**src/rtl/cfgport_pkg.sv**
```systemverilog
package cfgport_pkg;

    localparam int IDX_W = 8;
    localparam int NREG  = 1 << IDX_W;

    typedef logic [7:0] byte_t;

    typedef struct packed {
        logic idx_we;
        logic dat_req;
        logic rd_hit;
    } bus_op_t;

    function automatic logic idx_locked(input byte_t i);
        logic in_range;
        logic single;
        in_range = (i <= 8'hDF) ||
                   (i >= 8'hE9 && i <= 8'hED) ||
                   (i >= 8'hF9 && i <= 8'hFB) ||
                   (i >= 8'hFD);
        single   = (i == 8'hE4) || (i == 8'hE5) || (i == 8'hF3) ||
                   (i == 8'hF5) || (i == 8'hF7);
        return in_range || single;
    endfunction

    function automatic logic write_ok(input byte_t i, input byte_t v);
        if (idx_locked(i))       return 1'b0;
        else if (i == 8'hE7)     return v == 8'hFE;
        else if (i == 8'hE8)     return v == 8'hBE;
        else                     return 1'b1;
    endfunction

    function automatic byte_t reset_value(input int unsigned i);
        case (i)
            32'hE0:  return 8'h3C;
            32'hE2:  return 8'h03;
            32'hE3:  return 8'hFC;
            32'hE6:  return 8'hDE;
            32'hE7:  return 8'hFE;
            32'hE8:  return 8'hBE;
            default: return 8'h00;
        endcase
    endfunction

endpackage

```
**src/rtl/cfgport_decode.sv**
```systemverilog
module cfgport_decode
    import cfgport_pkg::*;
#(
    parameter int               ADDR_W    = 16,
    parameter logic [ADDR_W-1:0] BASE_ADDR = 16'h03F0
) (
    input  logic              port_en,
    input  logic [ADDR_W-1:0] bus_addr,
    input  logic              wr_stb,
    input  logic              rd_stb,
    output bus_op_t           op
);
    localparam logic [ADDR_W-1:0] DATA_ADDR = BASE_ADDR + 1'b1;

    logic at_idx;
    logic at_dat;

    always_comb begin
        at_idx    = (bus_addr == BASE_ADDR);
        at_dat    = (bus_addr == DATA_ADDR);
        op.idx_we  = port_en && wr_stb && at_idx;
        op.dat_req = port_en && wr_stb && at_dat;
        op.rd_hit  = port_en && rd_stb && (at_idx || at_dat);
    end
endmodule

```
**src/rtl/cfgport_filter.sv**
```systemverilog
module cfgport_filter
    import cfgport_pkg::*;
(
    input  byte_t sel_idx,
    input  byte_t wr_data,
    input  logic  dat_req,
    output logic  cell_we
);
    always_comb cell_we = dat_req && write_ok(sel_idx, wr_data);
endmodule

```
**src/rtl/cfgport_store.sv**
```systemverilog
module cfgport_store
    import cfgport_pkg::*;
(
    input  logic  clk,
    input  logic  rst,
    input  logic  idx_we,
    input  logic  cell_we,
    input  byte_t wr_data,
    output byte_t sel_idx,
    output byte_t sel_val
);
    byte_t cells [NREG];

    always_ff @(posedge clk) begin
        if (rst)         sel_idx <= '0;
        else if (idx_we) sel_idx <= wr_data;
    end

    for (genvar g = 0; g < NREG; g++) begin : g_cell
        always_ff @(posedge clk) begin
            if (rst)
                cells[g] <= reset_value(g);
            else if (cell_we && (sel_idx == byte_t'(g)))
                cells[g] <= wr_data;
        end
    end

    always_comb sel_val = cells[sel_idx];
endmodule

```
**src/rtl/cfgport_top.sv**
```systemverilog
module cfgport_top
    import cfgport_pkg::*;
#(
    parameter int               ADDR_W    = 16,
    parameter logic [ADDR_W-1:0] BASE_ADDR = 16'h03F0
) (
    input  logic              clk,
    input  logic              rst,
    input  logic              port_en,
    input  logic [ADDR_W-1:0] bus_addr,
    input  logic              wr_stb,
    input  logic              rd_stb,
    input  logic [7:0]        wr_data,
    output logic [7:0]        rd_data
);
    bus_op_t op;
    byte_t   sel_idx;
    byte_t   sel_val;
    logic    cell_we;

    cfgport_decode #(.ADDR_W(ADDR_W), .BASE_ADDR(BASE_ADDR)) u_dec (
        .port_en (port_en),
        .bus_addr(bus_addr),
        .wr_stb  (wr_stb),
        .rd_stb  (rd_stb),
        .op      (op)
    );

    cfgport_filter u_flt (
        .sel_idx(sel_idx),
        .wr_data(wr_data),
        .dat_req(op.dat_req),
        .cell_we(cell_we)
    );

    cfgport_store u_sto (
        .clk    (clk),
        .rst    (rst),
        .idx_we (op.idx_we),
        .cell_we(cell_we),
        .wr_data(wr_data),
        .sel_idx(sel_idx),
        .sel_val(sel_val)
    );

    always_comb rd_data = op.rd_hit ? sel_val : 8'hFF;
endmodule

```
**config.mk**
```make
export PLATFORM = sky130hd
export DESIGN_NAME = cfgport_top
export DESIGN_NICKNAME = d
export VERILOG_FILES = /design/src/rtl/cfgport_pkg.sv /design/src/rtl/cfgport_decode.sv /design/src/rtl/cfgport_filter.sv /design/src/rtl/cfgport_store.sv /design/src/rtl/cfgport_top.sv
export SDC_FILE = /design/constraint.sdc
export NUM_CORES = 2
export LEC_CHECK = 0
export BUFFER_PORTS_ARGS = -buffer_cell sky130_fd_sc_hd__clkbuf_2
export CORE_ASPECT_RATIO = 1.4
export CORE_MARGIN = 8
export CORE_UTILIZATION = 33
export DETAILED_ROUTE_END_ITERATION = 8
export GPL_ROUTABILITY_DRIVEN = 0
export PLACE_DENSITY_LB_ADDON = 0.25
export SYNTH_ARGS = -nofsm -noshare
export SYNTH_HDL_FRONTEND = slang
export SYNTH_SLANG_ARGS = --single-unit
```
**constraint.sdc**
```tcl
create_clock -name clk -period 2.7 [get_ports clk]
set_input_delay 0.405 -clock clk [delete_from_list [all_inputs] [get_ports clk]]
set_output_delay 0.405 -clock clk [all_outputs]
set_load 0.02 [all_outputs]
```
==> impl_metrics.json <==
{
  "status": "complete, but fails checks",
  "violations": "setup timing",
  "yosys.area.top_type_share": 0.745,
  "wl_met2_um": 94200,
  "grt_overflow": 0,
  "area_growth_pct": 27.6,
  "async_reset_ff_frac": 0,
  "clockRootBuffer": "clkbuf_16",
  "vias": 42800,
  "max_freq_mhz": 241,
  "finalPower_mw": 67.8,
  "maxSlewViolCount": 0,
  "fin_nets": 6690,
  "portBuffers": 36,
  "end_kind": "output pin",
  "max-clock-path-buffers": 4,
  "setup_violations": 8,
  "clk_pin_slew_ns": 0.06,
  "vdd_drop_max_v": 0.000453,
  "maxSlewHeadroom": 0.432,
  "die_x_um": 439,
  "critical_path.max_fanout": 8,
  "drcViolationCount": 0,
  "ys_types": 63,
  "antenna_found_initial": 6,
  "ant_nets": 0,
  "seq_area_frac_synth": 0.749,
  "ys_warn_count": 0,
  "drive_above_1_share": 0.206,
  "cellPowerDensity_nw_per_um2": 644,
  "cp_num_buf_inv": 7,
  "die-area_um2": 267000,
  "cp_top_family": "buffers and inverters",
  "r2r-start": "u_sto.sel_idx[3]",
  "first_global_vias": 45100,
  "grt_max_degree": 149,
  "core_area_um2": 249000,
  "crit_slowest_cell": "or4_1",
  "fp.dieH_um": 608,
  "synth_edf_count": 2048,
  "cp.arrival_ns": 3.74,
  "cap_violations": 0,
  "crit_chain": "buf_12 > buf_16 > buf_6 > buf_16 > buf_8 > mux2i_1 > o221ai_1 > nor3_1 > or4_1 > nor4_2 > buf_4 > a41o_1 > o21a_4 > buf_8",
  "fin_util": 0.422,
  "worst_setup_path_start_kind": "register",
  "critPathRequiredTime_ns": 2.30,
  "worst_slack_ns": -1.44,
  "met1_length_um": 72000,
  "dr.max_layer_used": "met4",
  "track_usage": 0.130,
  "worstHoldStart": "wr_data[6]",
  "rsz0062_at_grt": "yes",
  "rows": 217,
  "h-tree-depth": 4,
  "clkLatencyLatePin_ns": 0.82,
  "p_leak_nw": 37.8,
  "cts_sinks": 2064,
  "first_pass_iters": 5,
  "syn_area_per_cell_um2": 18.8,
  "tightest_slew_ns": 0.852,
  "ys_ff_latch": 2064,
  "netlist_instances": 4401,
  "grt_pass1_wl_um": 267000,
  "place_hpwl_um": 114000,
  "io_pins": 37,
  "wirelength_um": 177000,
  "fin_area_um2": 105000,
  "timing.final.crit_share": 1.54,
  "wire_per_inst_um": 17.5,
  "critical_path.max_stage_delay_ns": 0.51,
  "fin_crit_ns": 4.14,
  "syn_area_um2": 82500,
  "synth_top_flop_cell": "edfxtp_1",
  "cts_inserted_buffers": 202,
  "wl_met3_um": 6370,
  "finClkSkew_ns": 0.0199,
  "place_area_um2": 96700,
  "hold_class": "input pin to register",
  "yosys-top-cells-area": "edfxtp_1 (75%), mux4_2 (6.7%), mux2i_1 (5.9%)",
  "cts_tree": "done",
  "start_util": 0.331,
  "synth_top_cell_by_area": "edfxtp_1",
  "hold_viol": 0,
  "critPathKind": "register to output pin",
  "drtIter0Drc": 2657,
  "routed_via_density": 4.24
}
## synth_stat cells (31+ instances only)
cell / n
clkbuf_1: 361
mux2i_1: 486
a21oi_1: 91
buf_2: 56
nand2_1: 34
nor3_1: 99
o21ai_0: 67
and2_1: 96
nor2_1: 68
o22ai_1: 93
nor4_1: 31
o221ai_1: 188
mux2_2: 37
mux4_2: 247
edfxtp_1: 2048
## power by group
part / switching (mW) / internal (mW) / total [mW]
clock: 11.8 / 15.2 / 26.9
sequential: 0.581 / 38.0 / 38.5
combinational: 1.46 / 0.872 / 2.33
## layout make-up
cell class                 count  area [um^2]
inverter                       4         25.0
fill                       22600       144000
tap                         3285         4110
multi-input combinational   3747        26200
clock buffer                 233         5250
antenna                        2         5.00
clock inverter               126          973
sequential                  2064        61800
timing repair buffer         642         6950
## worst reg2reg max path: cells and delay by family, from the launching register on
family	cells	cell delay [ns]
simple gates	4	0.80
buf+inv	2	0.35
compound gates	3	0.58
flops	1	0.39
## worst paths after layout
| kind | cells after the start | slack (ns) | endpoint |
|---|---|---|---|
| setup / recovery | 14 | -1.44 | rd_data[7] |
| hold / removal | 2 | 0.11 | u_sto.cells[230][6] |
| setup reg to reg | 9 | 0.31 | u_sto.cells[226][5] |
| hold reg to reg | 2 | 0.59 | register |
## through the flow
step / cells / setup WS, ns / hold slack [ns] / TNS, ns
detailed placement: 9660 / -1.18 / 0.571 / -51.45
CTS: 10100 / -1.51 / 0.0395 / -11.72
finish: 10100 / -1.44 / 0.114 / -10.91
global route: 10100 / -1.58 / 0.0924 / -12.06
floorplan: 6335 / 0.0502 / 0.510 / 0
global placement: 9660 / -1.18 / 0.565 / -35.20
## routing by layer
metal,vias up,global-route usage
li1,20400,-
met1,21500,0.156
met2,617,0.243
met3,273,0.0172
met4,0,0.0367
met5,-,0
## state kept, by name (all words and copies together) (netlist names), named ones only
signal	count
u_sto.cells	2048
u_sto.sel_idx	8
## logic make-up (layout without fill, tap and decap cells)
logic type	count (synthesis)	count (layout)	share of synthesized area
AND/OR/NAND/NOR	432	432	0.0300
multiplexers	774	774	0.133
AO/OA/AOI/OAI	605	605	0.0538
flip-flops	2064	2064	0.749
other	2	1938	0.0000910
buffers and inverters	524	1005	0.0344
## what timing repair did
action	CTS	global route
pin swaps	52	47
hold buffers	1	0
setup endpoints to repair	8	10
gates resized for setup	187	95
buffers inserted	47	26
endpoints found under the hold margin	28	0
gates cloned	10	2
## layout by cell type, fill, tap and decap left out, types with 12 or more instances in the layout
cell type,instances
nor2_1,67
mux2_2,36
buf_12,115
clkinv_1,60
a31oi_1,16
a211o_1,19
a21oi_1,83
clkbuf_1,27
edfxtp_1,2048
nand2b_1,22
o221ai_1,143
bufinv_16,14
buf_8,12
conb_1,1936
buf_4,434
o22ai_1,85
o21ai_0,62
clkinv_2,38
nand2_1,29
clkbuf_16,207
nor3_2,16
nor4_2,13
o221ai_2,59
mux2i_1,478
buf_16,20
mux4_2,248
clkbuf_2,27
nor3_1,85
buf_6,23
and2_1,96
(Power assumes the default switching activity.)
